File: src/rtl/play_seq_pkg.sv
package play_seq_pkg;
   typedef enum logic [1:0] {
      MODE_STOP   = 2'd0,
      MODE_FINITE = 2'd1,
      MODE_LOOP   = 2'd2,
      MODE_RSVD   = 2'd3
   } play_mode_e;

   typedef enum logic [1:0] {
      ST_IDLE = 2'd0,
      ST_ARM  = 2'd1,
      ST_RUN  = 2'd2
   } eng_state_e;

   localparam int CMD_TIMED_BIT = 31;
endpackage

File: src/rtl/play_cmd_fifo.sv
module play_cmd_fifo #(
   parameter int WIDTH = 8,
   parameter int DEPTH = 4
) (
   input  logic                       clk,
   input  logic                       rst_n,
   input  logic                       flush,
   input  logic                       push,
   input  logic [WIDTH-1:0]           din,
   input  logic                       pop,
   output logic [WIDTH-1:0]           dout,
   output logic                       empty,
   output logic                       full,
   output logic [$clog2(DEPTH+1)-1:0] space
);
   localparam int PTR_W = (DEPTH > 1) ? $clog2(DEPTH) : 1;
   localparam int CNT_W = $clog2(DEPTH + 1);
   localparam bit POW2  = (DEPTH & (DEPTH - 1)) == 0;

   generate
      if (DEPTH < 2) begin : g_bad_depth
         $error("play_cmd_fifo: DEPTH must be at least 2");
      end
      if (WIDTH < 1) begin : g_bad_width
         $error("play_cmd_fifo: WIDTH must be positive");
      end
   endgenerate

   logic [WIDTH-1:0] mem [DEPTH];
   logic [PTR_W-1:0] wr_q, rd_q, wr_nxt, rd_nxt;
   logic [CNT_W-1:0] cnt_q;
   logic             push_ok, pop_ok;

   generate
      if (POW2) begin : g_wrap_pow2
         assign wr_nxt = wr_q + 1'b1;
         assign rd_nxt = rd_q + 1'b1;
      end else begin : g_wrap_cmp
         assign wr_nxt = (wr_q == PTR_W'(DEPTH - 1)) ? '0 : wr_q + 1'b1;
         assign rd_nxt = (rd_q == PTR_W'(DEPTH - 1)) ? '0 : rd_q + 1'b1;
      end
   endgenerate

   assign empty   = (cnt_q == '0);
   assign full    = (cnt_q == CNT_W'(DEPTH));
   assign push_ok = push && !full && !flush;
   assign pop_ok  = pop && !empty && !flush;
   assign dout    = mem[rd_q];
   assign space   = CNT_W'(DEPTH) - cnt_q;

   always_ff @(posedge clk) begin
      if (push_ok) mem[wr_q] <= din;
   end

   always_ff @(posedge clk) begin
      if (!rst_n || flush) begin
         wr_q  <= '0;
         rd_q  <= '0;
         cnt_q <= '0;
      end else begin
         if (push_ok) wr_q <= wr_nxt;
         if (pop_ok)  rd_q <= rd_nxt;
         case ({push_ok, pop_ok})
            2'b10:   cnt_q <= cnt_q + 1'b1;
            2'b01:   cnt_q <= cnt_q - 1'b1;
            default: cnt_q <= cnt_q;
         endcase
      end
   end

   AST_COUNT_RANGE: assert property (@(posedge clk) disable iff (!rst_n)
      cnt_q <= CNT_W'(DEPTH));
   AST_FLUSH_EMPTY: assert property (@(posedge clk) disable iff (!rst_n)
      flush |=> empty);
   AST_FULL_HOLDS: assert property (@(posedge clk) disable iff (!rst_n)
      (full && !pop && !flush) |=> full);
endmodule

File: src/rtl/play_engine.sv
module play_engine
   import play_seq_pkg::*;
#(
   parameter int ADDR_W = 16,
   parameter int CNT_W  = 64,
   parameter int TIME_W = 64,
   parameter int WPP_W  = 16
) (
   input  logic              clk,
   input  logic              rst_n,
   input  logic              stop_req,
   input  logic [TIME_W-1:0] now,
   input  logic              q_empty,
   input  logic              q_loop,
   input  logic              q_timed,
   input  logic [CNT_W-1:0]  q_count,
   input  logic [TIME_W-1:0] q_start,
   output logic              q_pop,
   input  logic [ADDR_W-1:0] cfg_base,
   input  logic [ADDR_W-1:0] cfg_size,
   input  logic [WPP_W-1:0]  cfg_wpp,
   output logic              out_valid,
   output logic [ADDR_W-1:0] out_addr,
   output logic              out_eop
);
   eng_state_e        state_q;
   logic              loop_q, timed_q;
   logic [CNT_W-1:0]  remain_q;
   logic [TIME_W-1:0] start_q;
   logic [ADDR_W-1:0] base_q, size_q, ofs_q;
   logic [WPP_W-1:0]  wpp_q, pkt_q;
   logic              pkt_end, cmd_end;

   assign q_pop     = (state_q == ST_IDLE) && !q_empty && !stop_req;
   assign out_valid = (state_q == ST_RUN);
   assign out_addr  = base_q + ofs_q;
   assign pkt_end   = (pkt_q == wpp_q - 1'b1);
   assign cmd_end   = !loop_q && (remain_q == CNT_W'(1));
   assign out_eop   = out_valid && (pkt_end || cmd_end);

   always_ff @(posedge clk) begin
      if (!rst_n) begin
         state_q  <= ST_IDLE;
         loop_q   <= 1'b0;
         timed_q  <= 1'b0;
         remain_q <= '0;
         start_q  <= '0;
         base_q   <= '0;
         size_q   <= '0;
         wpp_q    <= '0;
         ofs_q    <= '0;
         pkt_q    <= '0;
      end else begin
         case (state_q)
            ST_IDLE: begin
               if (q_pop) begin
                  loop_q   <= q_loop;
                  timed_q  <= q_timed;
                  remain_q <= q_count;
                  start_q  <= q_start;
                  base_q   <= cfg_base;
                  size_q   <= cfg_size;
                  wpp_q    <= cfg_wpp;
                  state_q  <= ST_ARM;
               end
            end
            ST_ARM: begin
               if (stop_req || (!loop_q && remain_q == '0)) begin
                  state_q <= ST_IDLE;
               end else if (!timed_q || now >= start_q) begin
                  ofs_q   <= '0;
                  pkt_q   <= '0;
                  state_q <= ST_RUN;
               end
            end
            ST_RUN: begin
               if (stop_req || cmd_end) begin
                  state_q <= ST_IDLE;
               end else begin
                  ofs_q    <= (ofs_q == size_q - 1'b1) ? '0 : ofs_q + 1'b1;
                  pkt_q    <= pkt_end ? '0 : pkt_q + 1'b1;
                  remain_q <= remain_q - 1'b1;
               end
            end
            default: state_q <= ST_IDLE;
         endcase
      end
   end

   AST_ADDR_IN_WINDOW: assert property (@(posedge clk) disable iff (!rst_n)
      out_valid |-> (ADDR_W'(out_addr - base_q) < size_q));
   AST_TIMED_START: assert property (@(posedge clk) disable iff (!rst_n)
      ($rose(out_valid) && timed_q) |-> (now > start_q));
   AST_FINITE_END: assert property (@(posedge clk) disable iff (!rst_n)
      (out_valid && cmd_end) |=> !out_valid);
endmodule

File: src/rtl/play_sequencer.sv
module play_sequencer
   import play_seq_pkg::*;
#(
   parameter int ADDR_W = 16,
   parameter int CNT_W  = 64,
   parameter int TIME_W = 64,
   parameter int WPP_W  = 16,
   parameter int DEPTH  = 4
) (
   input  logic                       clk,
   input  logic                       rst_n,
   input  logic                       cmd_wr,
   input  logic [31:0]                cmd_word,
   input  logic [CNT_W-1:0]           cfg_count,
   input  logic [TIME_W-1:0]          cfg_time,
   input  logic [ADDR_W-1:0]          cfg_base,
   input  logic [ADDR_W-1:0]          cfg_size,
   input  logic [WPP_W-1:0]           cfg_wpp,
   output logic                       out_valid,
   output logic [ADDR_W-1:0]          out_addr,
   output logic                       out_eop,
   output logic [$clog2(DEPTH+1)-1:0] fifo_space,
   output logic [TIME_W-1:0]          cur_time
);
   localparam int ENTRY_W = 2 + CNT_W + TIME_W;

   generate
      if (ADDR_W < 2 || WPP_W < 1 || CNT_W < 1 || TIME_W < 1) begin : g_bad_width
         $error("play_sequencer: widths out of range");
      end
   endgenerate

   play_mode_e        mode;
   logic              stop_req, push_req;
   logic [ENTRY_W-1:0] wr_entry, rd_entry;
   logic              q_empty, q_full, q_pop;

   assign mode     = play_mode_e'(cmd_word[1:0]);
   assign stop_req = cmd_wr && (mode == MODE_STOP);
   assign push_req = cmd_wr && (mode == MODE_FINITE || mode == MODE_LOOP);
   assign wr_entry = {mode == MODE_LOOP, cmd_word[CMD_TIMED_BIT], cfg_count, cfg_time};

   always_ff @(posedge clk) begin
      if (!rst_n) cur_time <= '0;
      else        cur_time <= cur_time + 1'b1;
   end

   play_cmd_fifo #(.WIDTH(ENTRY_W), .DEPTH(DEPTH)) cmd_q_i (
      .clk   (clk),
      .rst_n (rst_n),
      .flush (stop_req),
      .push  (push_req),
      .din   (wr_entry),
      .pop   (q_pop),
      .dout  (rd_entry),
      .empty (q_empty),
      .full  (q_full),
      .space (fifo_space)
   );

   play_engine #(.ADDR_W(ADDR_W), .CNT_W(CNT_W), .TIME_W(TIME_W), .WPP_W(WPP_W)) eng_i (
      .clk       (clk),
      .rst_n     (rst_n),
      .stop_req  (stop_req),
      .now       (cur_time),
      .q_empty   (q_empty),
      .q_loop    (rd_entry[ENTRY_W-1]),
      .q_timed   (rd_entry[ENTRY_W-2]),
      .q_count   (rd_entry[TIME_W +: CNT_W]),
      .q_start   (rd_entry[TIME_W-1:0]),
      .q_pop     (q_pop),
      .cfg_base  (cfg_base),
      .cfg_size  (cfg_size),
      .cfg_wpp   (cfg_wpp),
      .out_valid (out_valid),
      .out_addr  (out_addr),
      .out_eop   (out_eop)
   );

   AST_DROP_WHEN_FULL: assert property (@(posedge clk) disable iff (!rst_n)
      (push_req && q_full && !q_pop) |=> (fifo_space == '0));
endmodule

File: config.mk
export PLATFORM = sky130hd
export DESIGN_NAME = play_sequencer
export DESIGN_NICKNAME = d
export VERILOG_FILES = /design/src/rtl/play_seq_pkg.sv /design/src/rtl/play_cmd_fifo.sv /design/src/rtl/play_engine.sv /design/src/rtl/play_sequencer.sv
export SDC_FILE = /design/constraint.sdc
export NUM_CORES = 1
export LEC_CHECK = 0
export CELL_PAD_IN_SITES_DETAIL_PLACEMENT = 0
export CELL_PAD_IN_SITES_GLOBAL_PLACEMENT = 1
export CORE_ASPECT_RATIO = 1.2
export CORE_MARGIN = 2
export CORE_UTILIZATION = 39
export CTS_BUF_LIST = sky130_fd_sc_hd__clkbuf_8
export CTS_CLUSTER_SIZE = 30
export DETAILED_ROUTE_END_ITERATION = 6
export GPL_TIMING_DRIVEN = 0
export HOLD_SLACK_MARGIN = 0.05
export PLACE_DENSITY_LB_ADDON = 0.1
export SYNTH_ARGS = -nofsm -noshare
export SYNTH_HDL_FRONTEND = slang
export SYNTH_SLANG_ARGS = --single-unit
File: constraint.sdc
create_clock -name clk -period 8.9 [get_ports clk]
set_input_delay 0.89 -clock clk [delete_from_list [all_inputs] [get_ports clk]]
set_output_delay 0.89 -clock clk [all_outputs]
set_load 0.02 [all_outputs]
### Yosys cells after proc, flatten, opt, wreduce, memory -nomap -nowiden

Memory sizes are Yosys's and may differ from the RTL's. A register that Yosys moved wholly into a read port is not among the register bits.
Index checks and enable logic that the tools add are counted.

| storage, ports and cells | value |
|---|---|
| input port bits | 211 |
| memories | 1 |
| register bits | 283 |
| output and inout bits | 85 |
| bits in writable memories | 520 |

| cells by class | value |
|---|---|
| equal/unequal tests | 16 |
| add/sub/neg operators | 12 |
| magnitude comparators | 1 |
| multiplexer cells | 21 |
| reduce and logical (&&, ||, !) cells | 34 |

Memory list:

| name | depth | width | read ports | clocked after memory_dff | write ports | RTL line | RTL |
|---|---|---|---|---|---|---|---|
| cmd_q_i.mem | 4 | 130 | 1 | 1 | 1 | play_cmd_fifo.sv:29 | `logic [WIDTH-1:0] mem [DEPTH];` |

Operator list:

| cell | number |
|---|---|
| 64-bit 2-to-1 mux | 2 |
| 64-bit case mux with 2 select lines | 1 |
| 16-bit 2-to-1 mux | 6 |
| 64-bit by 1-bit adder with 64-bit output (second input constant) | 1 |
| 64-bit by 1-bit equality test with 1-bit output (second input constant) | 1 |
| 64-bit >= comparator | 1 |
| 64-bit logical NOT | 1 |
| 16-bit case mux with 2 select lines | 2 |
| 64-bit by 1-bit subtractor with 64-bit output (second input constant) | 1 |
| 16-bit by 1-bit adder with 16-bit output (second input constant) | 2 |
| 16-bit equality test | 2 |
| 16-bit by 1-bit subtractor with 16-bit output (second input constant) | 2 |
| 16-bit adder | 1 |
| 2-bit 2-to-1 mux | 6 |
| 1-bit logical AND | 11 |
| 2-bit inequality test (second input constant) | 4 |
| 2-bit by 1-bit equality test with 1-bit output (second input constant) | 3 |
| 2-bit equality test (second input constant) | 3 |
| 1-bit logical NOT | 6 |
| 1-bit logical OR | 6 |
| 2-bit case mux with 3 select lines | 1 |
| 3-bit case mux with 2 select lines | 1 |
| 3-bit AND reduction | 2 |
| 2-bit nonzero test | 3 |
| 12 further kinds | 15 |

### Longest topological paths before layout

Gate-level depths: netlist of the first run.

| logic depth | value |
|---|---|
| depth after elaboration | 8 |
| mapped depth | 15 |

### Modules after synthesis

Synthesis of the first run repeated with hierarchy kept, for this count alone.

| unflattened totals | value |
|---|---|
| cells, all modules | 2878 |
| area, all modules | 35599.1 um^2 |

By module, submodules not included:

| module | times used | area each (um^2) | cells each |
|---|---|---|---|
| play_cmd_fifo | 1 | 19373.6 | 736 |
| play_engine | 1 | 13271.5 | 1792 |
| play_sequencer | 1 | 2954.1 | 350 |

### Worst setup path after synthesis of the first run

Ideal clock, no wire load.

| timing | value |
|---|---|
| path type | input-to-reg |
| start | input cmd_word[0] |
| end | memory cmd_q_i.mem[0][0] in the netlist's numbering, enable pin |
| data required time | 8395 ps |
| stages on the path | 5 |
| buffers on the path | 1 |
| setup time | 505 ps |
| arrival time | 4701 ps |
| path slack | 3695 ps |
| cells stage by stage | inv_1 > ha_1 > nor4bb_1 > clkbuf_1 > and2_1 |

| between the ends | value |
|---|---|
| word-level cells in the longest chain between the ends | 7 |
| elaborated cells on any way between the ends | 11 |

Ends and longest elaborated chain:

| item | RTL line | RTL |
|---|---|---|
| start, declared | play_sequencer.sv:13 | `input logic [31:0] cmd_word,` |
| 2-bit by 1-bit equality test with 1-bit output or 2-bit equality test (tied branches) | play_sequencer.sv:40 | `assign push_req = cmd_wr && (mode == MODE_FINITE \|\| mode == MODE_LOOP);` |
| 1-bit logical OR | play_sequencer.sv:40 |  |
| 1-bit logical AND | play_sequencer.sv:40 |  |
| 1-bit logical AND | play_cmd_fifo.sv:46 | `assign push_ok = push && !full && !flush;` |
| 1-bit logical AND * | play_cmd_fifo.sv:46 |  |
| 1-bit 2-to-1 mux * | play_cmd_fifo.sv:52 | `if (push_ok) mem[wr_q] <= din;` |
| 1-bit 2-to-1 mux (implied by the code) * | play_cmd_fifo.sv:52 |  |
| end, declared | play_cmd_fifo.sv:29 |  |

Every way passes the cells marked *; elsewhere a longest branch is shown, timed or not.

### Worst setup path in the final report of the first run

| timing | value |
|---|---|
| start | register eng_i.wpp_q[0] |
| end | output out_eop |

| between the ends | value |
|---|---|
| word-level cells in the longest chain between the ends | 4 |

Ends and longest elaborated chain:

| item | RTL line | RTL |
|---|---|---|
| start, declared | play_engine.sv:31 | `logic [WPP_W-1:0] wpp_q, pkt_q;` |
| start signal, assigned | play_engine.sv:63 | `wpp_q <= cfg_wpp;` |
| 16-bit by 1-bit subtractor with 16-bit output | play_engine.sv:37 | `assign pkt_end = (pkt_q == wpp_q - 1'b1);` |
| 16-bit equality test | play_engine.sv:37 |  |
| 1-bit logical OR | play_engine.sv:39 | `assign out_eop = out_valid && (pkt_end \|\| cmd_end);` |
| 1-bit logical AND | play_engine.sv:39 |  |
| end, declared | play_sequencer.sv:21 | `output logic out_eop,` |

No other way between the ends.

==> summary.txt, run 1 <==
Outcome
  – Outcome: finished clean

Synth
  – Top-count cell post-synth: edfxtp_1
  – Count of warnings emitted by yosys: 0
  – Dominant cell type by area after synthesis: edfxtp_1
  – Mapped cell area: 35060 um2
  – Top FF cell, synth: edfxtp_1
  – Area share of the largest cell type after synthesis: 44.54%
  – Cells after synthesis: 2864
  – Syn avg cell area: 12.24 um2
  – Post-synth cell types: 82
  – Async SR Flop Fraction: 0%
  – Top cells by area, synth: edfxtp_1, dfxtp_1, mux4_2, nand2_1, ha_1
  – Top cells by count, synth: edfxtp_1, nand2_1, dfxtp_1, a21oi_1, nor2_1
  – Number of synthesized flops with an enable pin: 520
  – Synth Register Bits: 805
  – Seq/Total Area, Yosys: 60.81%
  – Post-Syn Nets: 3173

Placed design
  – Setup WS pre-CTS: 3329 ps
  – Port Buf Inserts: 266
  – GP Congestion: 0.8632
  – DP Cell Count: 4297
  – Hpwl dp: 71470 um

Detailed routing
  – Initial DRC count: 1778
  – Total wire length: 102100 um
  – Total iterations of the first detailed-routing run: 6
  – Routed len/inst: 22.42 um
  – Vias: 24.67k
  – DRC: 0
  – ANT nets after route: 0
  – Vias per Instance: 5.420

STA
  – Final setup viols: 0
  – Tightest Pin Transition: 1354 ps
  – Final-report hold violation count: 0
  – RSZ-0062 raised after global routing: false
  – Skew final: 41.35 ps
  – Max_slew headroom: 9.741%
  – Fmax: 181.0 MHz
  – Final period util: 62.08%
  – Final max-slew violation count: 0
  – Worst Slack Setup Final: 3375 ps
  – Setup TNS: 0 ps
  – Minimum clock period: 5525 ps

Clock network
  – Reg clk slew, reported paths: 70 ps
  – Clock buffer depth: 3
  – Postcts setup bufs: 0
  – Num CTS Buffers: 138
  – Hold buffer count at CTS: 0
  – # clock sinks: 805
  – Clk Latency, worst-skew pair: 810 ps
  – Resize count post-CTS: 0
  – Htree depth: 4
  – Root Driver: clkbuf_8
  – CTS tree: yes

Pwr
  – Leakage: 14.18 nW
  – Worst VDD drop: 0.1455 mV
  – Total chip power: 0.01219 W
  – Power Density: 289.6 nW/um2

Setup path
  – Worst path max stage delay: 800 ps
  – Worst setup EP type: primary output
  – Crit-path cells: inv_1 -> ha_1 -> nor3b_1 -> and4_1 -> and2_1 -> nor4b_1 -> a31oi_1 -> or4_1 -> a21oi_1 -> clkdlybuf4s50_1
  – Crit path required time: 8010 ps
  – Startpoint Class: flip-flop
  – Crit path DAT: 4630 ps
  – Critical R2R Launch: cmd_q_i.cnt_q[0]
  – WS Path Type: flip-flop to primary output
  – CP max-delay cell: nor3b_1
  – Critical-path maximum fanout: 9
  – Worst Setup SP: eng_i.wpp_q[0]

Floorplanning
  – Core ar.: 89190 um2
  – Die area: 92320 um2
  – Die Ht: 332.4 um
  – Starting density of the core: 39.31%
  – Chip Width: 277.7 um
  – Rows: 120
  – I/O Pins: 296

GRT
  – Total grt overflow: 0
  – GRT Resource Usage Total: 22.06%
  – Initial antenna violation count: 13
  – Pin count of the biggest net entering global routing: 55
  – First-pass GRT wire length: 153700 um
  – Vias in the first global route: 25.35k

Finish
  – Fraction of layout cells with a size suffix above 1: 11.35%
  – Final core occ: 47.19%
  – Area grow syn2layout: 20.05%
  – Layout net count: 3587
  – Post-Layout Cell Count: 4552

Min path
  – Worst hold path class: flip-flop to flip-flop
  – Hold path startpoint: eng_i.start_q[32]

Run
  – Max-Cap Viols: 0
-- registers in the layout (all words and copies together), names as in the netlist, named ones only --
name and cells:
eng_i.size_q 16, eng_i.loop_q 1, eng_i.remain_q 64, eng_i.ofs_q 16, eng_i.wpp_q 16, cmd_q_i.mem 520
eng_i.base_q 16, cmd_q_i.cnt_q 3, eng_i.start_q 64, eng_i.pkt_q 16, cmd_q_i.rd_q 2, eng_i.state_q 2
cmd_q_i.wr_q 2, eng_i.timed_q 1, cur_time 64
-- through the flow --
| stage | cell area, um2 | hold WS, ps |
|---|---|---|
| global route | 42090 | 468.6 |
| floorplan | 35060 | 436.3 |
| global placement | 39170 | 445.3 |
| CTS | 42080 | 457.3 |
| finish | 42090 | 452.9 |
| detailed placement | 39400 | 448.1 |
-- cells in the final DEF, fill, tap and decap left out, drive strengths merged, types with 33 or more instances in the layout --
cell type / instances
buf: 42
mux4: 130
dfxtp: 285
nor2: 185
or3: 33
nand3: 72
a21oi: 230
xor2: 42
clkdlybuf4s50: 266
ha: 96
o21ai: 114
inv: 173
clkbuf: 263
clkinv: 38
nor3: 60
edfxtp: 520
xnor2: 70
nand2: 399
-- final cells by class --
| class | count | area (um2) |
|---|---|---|
| Buffer | 147 | 581.8 |
| Antenna cell | 2 | 5.005 |
| Sequential cell | 805 | 21320 |
| Fill cell | 8247 | 47100 |
| Tap cell | 1159 | 1450 |
| Timing Repair Buffer | 274 | 2883 |
| Inverter | 115 | 431.7 |
| Clock inverter | 103 | 615.6 |
| Clock buffer | 150 | 2064 |
| Multi-Input combinational cell | 1797 | 12740 |
-- where the power goes --
part	switching, W	total, W	internal, W
Clock	0.00155	0.00322	0.00167
Combinational	0.00271	0.00430	0.00159
Sequential	0.000288	0.00467	0.00438
-- worst paths after layout --
path                                          end  slack (ps)  cells past startpoint
worst max-delay path                      out_eop        3380                     10
worst min-delay path            eng_i.start_q[32]         450                      2
worst max register to register   cmd_q_i.cnt_q[2]        4180                     15
worst min register to register  eng_i.start_q[32]         450                      2
-- metal layers --
metal / GRT usage [%] / wire length (um) / share of wire, %
met4: 7.844 / 2860 / 2.8
met3: 5.683 / 6692 / 6.6
met5: 0 / 111 / 0.11
met1: 27.32 / 42780 / 42
met2: 37.23 / 49630 / 49
-- critical path: cells and delay by family, from the launching register on --
kind | cells | cell delay [ps]
DFF | 1 | 370
buffers and inverters | 2 | 750
AOI/OAI and AO/OA | 2 | 390
and+or+nand+nor | 5 | 2110
adders and majority gates | 1 | 200
-- cells by family (layout without fill, tap and decap cells) --
| kind of cell | count (synthesis) | after routing | synth area share [%] |
|---|---|---|---|
| flip-flops | 805 | 805 | 60.81 |
| AND/OR/NAND/NOR | 939 | 939 | 12.70 |
| XOR/XNOR | 112 | 112 | 2.798 |
| adder cells (fa/ha/maj) | 98 | 98 | 3.540 |
| other | 0 | 2 | 0 |
| buffers and inverters | 262 | 789 | 2.887 |
| AO/OA/AOI/OAI | 515 | 515 | 8.826 |
| multiplexers | 133 | 133 | 8.437 |
No activity file was read; power rests on OpenSTA's default activity.
==> run 2, diff against run 1 <==
==> constraint.sdc (replaced) <==
create_clock -name clk -period 4.5 [get_ports clk]
set_input_delay 0.45 -clock clk [delete_from_list [all_inputs] [get_ports clk]]
set_output_delay 0.45 -clock clk [all_outputs]
set_load 0.02 [all_outputs]
==> summary.txt, run 2 (synthesis gave the netlist of run 1 again) <==
Pwr
  – Leakage: 14.18 nW (about the same)
  – Worst VDD drop: 0.2993 mV (was 0.1455 mV)
  – Power Density: 570.2 nW/um2 (was 289.6 nW/um2)

Clock network
  – Reg clk slew, reported paths: 60 ps (was 70 ps)
  – Htree depth: 4 (unchanged)
  – CTS tree: yes (unchanged)
  – # clock sinks: 805 (unchanged)
  – Postcts setup bufs: 0 (unchanged)
  – Hold buffer count at CTS: 0 (unchanged)
  – Clk Latency, worst-skew pair: 800 ps (was 810 ps)
  – Num CTS Buffers: 135 (was 138)
  – Clock buffer depth: 3 (unchanged)
  – Root Driver: clkbuf_8 (unchanged)

Detailed routing
  – Routed len/inst: 22.55 um (was 22.42 um)
  – Vias: 24.52k (was 24.67k)
  – Met2 routed WL: 49220 um (was 49630 um)
  – Total iterations of the first detailed-routing run: 6 (unchanged)
  – Uppermost layer routed: met5 (unchanged)
  – DRC: 0 (unchanged)
  – Initial DRC count: 1807 (was 1778)
  – Routed met3 length: 7507 um (was 6692 um)
  – Post-Route M1 WL: 42090 um (was 42780 um)
  – ANT nets after route: 0 (unchanged)
  – Vias per Instance: 5.390 (was 5.420)
  – Total wire length: 102600 um (was 102100 um)

GRT
  – First-pass GRT wire length: 153300 um (was 153700 um)
  – Vias in the first global route: 25.14k (was 25.35k)
  – Total grt overflow: 0 (unchanged)
  – Pin count of the biggest net entering global routing: 55 (unchanged)
  – Initial antenna violation count: 10 (was 13)
  – GRT Resource Usage Total: 22.14% (was 22.06%)

Placed design
  – Port Buf Inserts: 266 (unchanged)
  – GP Congestion: 0.8588 (was 0.8632)
  – DP Cell Count: 4298 (was 4297)
  – Hpwl dp: 71900 um (was 71470 um)

Floorplanning
  – Starting density of the core: 39.31% (unchanged)
  – Core ar.: 89190 um2 (unchanged)
  – Die area: 92320 um2 (unchanged)
  – Die Ht: 332.4 um (unchanged)
  – I/O Pins: 296 (unchanged)
  – Rows: 120 (unchanged)
  – Chip Width: 277.7 um (unchanged)

Finish
  – Reg area: 21320 um2 (about the same)
  – Area grow syn2layout: 19.84% (was 20.05%)
  – Most common cell after layout, fill and taps aside: edfxtp_1 (unchanged)
  – Post-Layout Cell Count: 4549 (was 4552)
  – Layout net count: 3584 (was 3587)
  – Filler cells: 8231 (was 8247)
  – Max reg flops: 520 (unchanged)
  – Area of the multi-input gates: 12760 um2 (was 12740 um2)
  – Fraction of layout cells with a size suffix above 1: 11.12% (was 11.35%)
  – Largest Register: cmd_q_i.mem (unchanged)
  – Final core occ: 47.11% (was 47.19%)
  – Commonest non-fill, non-tap cells in the layout: edfxtp_1, nand2_1, dfxtp_1, clkdlybuf4s50_1, a21oi_1 (unchanged)

Setup path
  – Crit path DAT: 4990 ps (was 4630 ps)
  – CP top delay family: simple AND/OR/NAND/NOR gates (unchanged)
  – Crit-path cells: nor4_1 -> nand4b_1 -> nor3_1 -> nand2_1 -> a31oi_4 -> a211oi_1 -> nand3_1 -> buf_4 -> o31ai_1 (was inv_1 -> ha_1 -> nor3b_1 -> and4_1 -> and2_1 -> nor4b_1 -> a31oi_1 -> or4_1 -> a21oi_1 -> clkdlybuf4s50_1)
  – Startpoint Class: flip-flop (unchanged)
  – Worst path max stage delay: 850 ps (was 800 ps)
  – Buffers and inverters on the worst path: 1 (was 2)
  – CP max-delay cell: nor3_1 (was nor3b_1)
  – Worst setup EP type: flip-flop (was primary output)
  – Critical-path maximum fanout: 10 (was 9)
  – R2r endpoint: eng_i.pkt_q[9] (was cmd_q_i.cnt_q[2])
  – FF-to-FF setup slack: 190 ps (was 4180 ps)
  – Critical R2R Launch: eng_i.remain_q[27] (was cmd_q_i.cnt_q[0])
  – WS Path Type: flip-flop to flip-flop (was flip-flop to primary output)
  – Crit path required time: 5180 ps (was 8010 ps)
  – R2R cell count: 9 (was 15)

STA
  – Final-report hold violation count: 0 (unchanged)
  – Final max-slew violation count: 0 (unchanged)
  – RSZ-0062 raised after global routing: false (unchanged)
  – Max_slew headroom: 13.38% (was 9.741%)
  – Final period util: 95.71%
  – Skew final: 42.22 ps (was 41.35 ps)
  – Minimum clock period: 4307 ps
  – Fmax: 232.2 MHz
  – Tightest Pin Transition: 1299 ps (was 1354 ps)
  – Final setup viols: 0 (unchanged)
  – Setup TNS: 0 ps (unchanged)
  – WHS: 207.4 ps (was 452.9 ps)

Min path
  – Hold EP: eng_i.base_q[15] (was eng_i.start_q[32])
  – WHS Path Cells: 3 (was 2)
  – Hold path startpoint: cfg_base[15] (was eng_i.start_q[32])
  – Worst hold path class: input port to flip-flop (was flip-flop to flip-flop)

Run
  – Max-Cap Viols: 0 (unchanged)

Outcome
  – Outcome: finished clean (unchanged)
==> run 2: changes by cell type in the layout (fill, tap and decap cells not counted), moves of 3 or more <==
cell	before	now
clkinv_8	5	1
clkinv_1	15	23
clkinv_2	18	7
dfxtp_2	0	3
inv_1	164	174
dfxtp_1	285	282
==> run 2: timing repair <==
action,in CTS,in global routing
endpoints found under the setup margin,5,5
gates resized for setup,13,4
hold endpoints to repair,0,0
==> run 2: routing by layer <==
layer	up-vias	GRT usage, %
met2	761	36.41
met5	-	0
met3	221	6.252
met1	12040	27.30
met4	16	9.316
li1	11480	-
==> run 2: layout make-up <==
cell class              count  area share, %
plain buffers             146          1.385
multi-input cells        1797          30.38
clock buffers             149          4.881
well taps                1159          3.451
clock inverters           102          1.230
inverters                 115          1.027
diodes                      1       0.005956
repair buffers            275          6.891
flip-flops and latches    805          50.75
==> run 2: power breakdown <==
part,switching (W),internal [W]
combinational,0.00536,0.00317
clock,0.00301,0.00318
sequential,0.000571,0.00866
==> run 2: how the worst max path moves through the flow <==
stage | to | depth (start not counted) | slack (ps) | from
2_1_floorplan | cmd_q_i.mem[0][0] | 6 | 1130 | cmd_q_i.cnt_q[0]
3_3_place_gp | cmd_q_i.cnt_q[2] | 15 | -1220 | cmd_word[0]
3_5_place_dp | cmd_q_i.cnt_q[2] | 15 | -620 | cmd_word[0]
4_1_cts | out_eop | 7 | 0.7 | eng_i.wpp_q[0]
5_1_grt | eng_i.pkt_q[9] | 11 | 7 | eng_i.start_q[47]
6_report | eng_i.pkt_q[9] | 9 | 190 | eng_i.remain_q[27]
==> run 2: stage by stage <==
step	cell area [um2]	worst slack [ps]	power, W
after floorplan	35060	1128	0.01491
after global placement	39180	-1221	0.01775
after detailed placement	39420	-624.9	0.01792
after CTS	42010	0.7097	0.02423
after global routing	42020	7.361	0.02548
final	42020	193.2	0.02396
==> run 2: tightest hold or removal path, delay by kind of cell <==
kind	cells	cell delay, ps
AOI/OAI and AO/OA	1	50
and+or+nand+nor	1	60
buffers and inverters	1	400
==> run 3, diff against run 2 <==
--- a/config.mk
+++ b/config.mk
@@ -14,7 +14,7 @@
 export CTS_CLUSTER_SIZE = 30
 export DETAILED_ROUTE_END_ITERATION = 6
 export GPL_TIMING_DRIVEN = 0
-export HOLD_SLACK_MARGIN = 0.05
+export HOLD_SLACK_MARGIN = 0.15
 export PLACE_DENSITY_LB_ADDON = 0.1
 export SYNTH_ARGS = -nofsm -noshare
 export SYNTH_HDL_FRONTEND = slang
==> summary.txt, run 3 (synthesis gave the netlist of run 1 again) <==
Run
  – Max-Cap Viols: 0 (unchanged)

Pwr
  – Leakage: 14.23 nW (was 14.18 nW)
  – Power Density: 569.4 nW/um2 (was 570.2 nW/um2)
  – Worst VDD drop: 0.2993 mV (about the same)

STA
  – Final setup viols: 0 (unchanged)
  – Final-report hold violation count: 0 (unchanged)
  – Final period util: 95.01% (was 95.71%)
  – Skew final: 40.93 ps (was 42.22 ps)
  – Max_slew headroom: 13.10% (was 13.38%)
  – Fmax: 233.9 MHz (was 232.2 MHz)
  – Setup TNS: 0 ps (unchanged)
  – RSZ-0062 raised after global routing: false (unchanged)
  – Final max-slew violation count: 0 (unchanged)
  – Minimum clock period: 4275 ps (was 4307 ps)
  – Tightest Pin Transition: 1304 ps (was 1299 ps)

GRT
  – Total grt overflow: 0 (unchanged)
  – Initial antenna violation count: 10 (unchanged)
  – Vias in the first global route: 25.20k (was 25.14k)
  – GRT Resource Usage Total: 22.15% (was 22.14%)
  – First-pass GRT wire length: 153400 um (was 153300 um)
  – Pin count of the biggest net entering global routing: 55 (unchanged)

Setup path
  – Critical-path maximum fanout: 10 (unchanged)
  – Crit path required time: 5180 ps (about the same)
  – WS Path Type: flip-flop to flip-flop (unchanged)
  – Worst setup EP type: flip-flop (unchanged)
  – Startpoint Class: flip-flop (unchanged)
  – Crit path DAT: 4950 ps (was 4990 ps)

Detailed routing
  – ANT nets after route: 0 (unchanged)
  – Vias per Instance: 5.379 (was 5.390)
  – DRC: 0 (unchanged)
  – Total iterations of the first detailed-routing run: 6 (unchanged)
  – Total wire length: 102700 um (was 102600 um)
  – Initial DRC count: 1759 (was 1807)
  – Vias: 24.52k (about the same)
  – Routed len/inst: 22.53 um (was 22.55 um)

Placed design
  – Hpwl dp: 71900 um (unchanged)
  – GP Congestion: 0.8588 (unchanged)
  – Port Buf Inserts: 266 (unchanged)
  – Placed Area: 39420 um2 (unchanged)
  – DP Cell Count: 4298 (unchanged)

Finish
  – Area grow syn2layout: 20.13% (was 19.84%)
  – Largest Register: cmd_q_i.mem (unchanged)
  – Most common cell after layout, fill and taps aside: edfxtp_1 (unchanged)
  – Commonest non-fill, non-tap cells in the layout: edfxtp_1, nand2_1, dfxtp_1, clkdlybuf4s50_1, a21oi_1 (unchanged)
  – Max reg flops: 520 (unchanged)
  – Post-Layout Cell Count: 4559 (was 4549)
  – Layout net count: 3594 (was 3584)
  – Final core occ: 47.22% (was 47.11%)
  – Fraction of layout cells with a size suffix above 1: 11.09% (was 11.12%)
  – Finished Cell Area: 42120 um2 (was 42020 um2)

Outcome
  – Outcome: finished clean (unchanged)

Floorplanning
  – Core ar.: 89190 um2 (unchanged)
  – Rows: 120 (unchanged)
  – Die Ht: 332.4 um (unchanged)
  – Die area: 92320 um2 (unchanged)
  – Starting density of the core: 39.31% (unchanged)
  – I/O Pins: 296 (unchanged)
  – Chip Width: 277.7 um (unchanged)

Clock network
  – Root Driver: clkbuf_8 (unchanged)
  – Clk Latency, worst-skew pair: 800 ps (about the same)
  – # clock sinks: 805 (unchanged)
  – CTS tree: yes (unchanged)
  – Num CTS Buffers: 135 (unchanged)
  – Clock buffer depth: 3 (unchanged)
  – Htree depth: 4 (unchanged)
  – Reg clk slew, reported paths: 70 ps (was 60 ps)

Min path
  – Worst hold path class: input port to flip-flop (unchanged)
[run 3: cell types whose count changed in the layout (fill, tap and decap cells not counted)]
| cell | before | now |
|---|---|---|
| dlygate4sd3_1 | 0 | 10 |
[run 3: routing by layer]
| metal | up-vias | share of wire (%) | global-route usage [%] |
|---|---|---|---|
| met4 | 16 | 3.6 | 9.316 |
| met3 | 218 | 7.1 | 6.231 |
| met2 | 765 | 48 | 36.45 |
| met5 | - | 0.099 | 0 |
| li1 | 11490 | - | - |
| met1 | 12030 | 41 | 27.32 |
[run 3: worst max-delay path, stage by stage, from the launching register on]
cell and delay [ps]:
dfxtp_1 360, nor4_1 700, nand4b_1 480, nor3_1 830, nand2_1 330, a31oi_4 460, a211oi_1 250, nand3_1 400
buf_4 260, o31ai_1 90
[run 3: metrics by stage]
| step | power [W] | hold slack [ps] | worst slack [ps] |
|---|---|---|---|
| after floorplan | 0.01491 | 436.3 | 1128 |
| after global placement | 0.01775 | 444.3 | -1221 |
| after detailed placement | 0.01792 | 447.7 | -624.9 |
| after CTS | 0.02424 | 150.1 | 0.7097 |
| after global routing | 0.02548 | 194.5 | 7.361 |
| final | 0.02398 | 232.7 | 224.7 |
[run 3: path summary, 6_finish.rpt]
path                                    startpoint          endpoint  cells after the start  slack [ps]
worst min-delay path                    cfg_wpp[5]    eng_i.wpp_q[5]                      3         230
worst max register to register  eng_i.remain_q[27]    eng_i.pkt_q[9]                      9         220
worst max-delay path            eng_i.remain_q[27]    eng_i.pkt_q[9]                      9         220
worst min register to register    eng_i.start_q[6]  eng_i.start_q[6]                      2         450
[run 3: where the power goes]
| group | internal, W | switching, W | leakage (nW) | total, W |
|---|---|---|---|---|
| Combinational | 0.00317 | 0.00537 | 5.66 | 0.00855 |
| Sequential | 0.00866 | 0.000572 | 7.03 | 0.00923 |
| Clock | 0.00318 | 0.00302 | 1.54 | 0.00620 |
[run 3: layout make-up]
type / instances / area, um2
Clock inverter: 102 / 516.7
Tap cell: 1159 / 1450
Timing Repair Buffer: 285 / 2995
Antenna cell: 1 / 2.502
Sequential cell: 805 / 21320
Clock buffer: 149 / 2051
Fill cell: 8226 / 47070
Multi-Input combinational cell: 1797 / 12760
Inverter: 115 / 431.7
Buffer: 146 / 581.8
[run 3: repair_timing]
item	in CTS	in global routing
resized for setup	13	4
setup endpoints to repair	5	5
hold buffers	10	0
buffers inserted	0	0
endpoints found under the hold margin	10	0
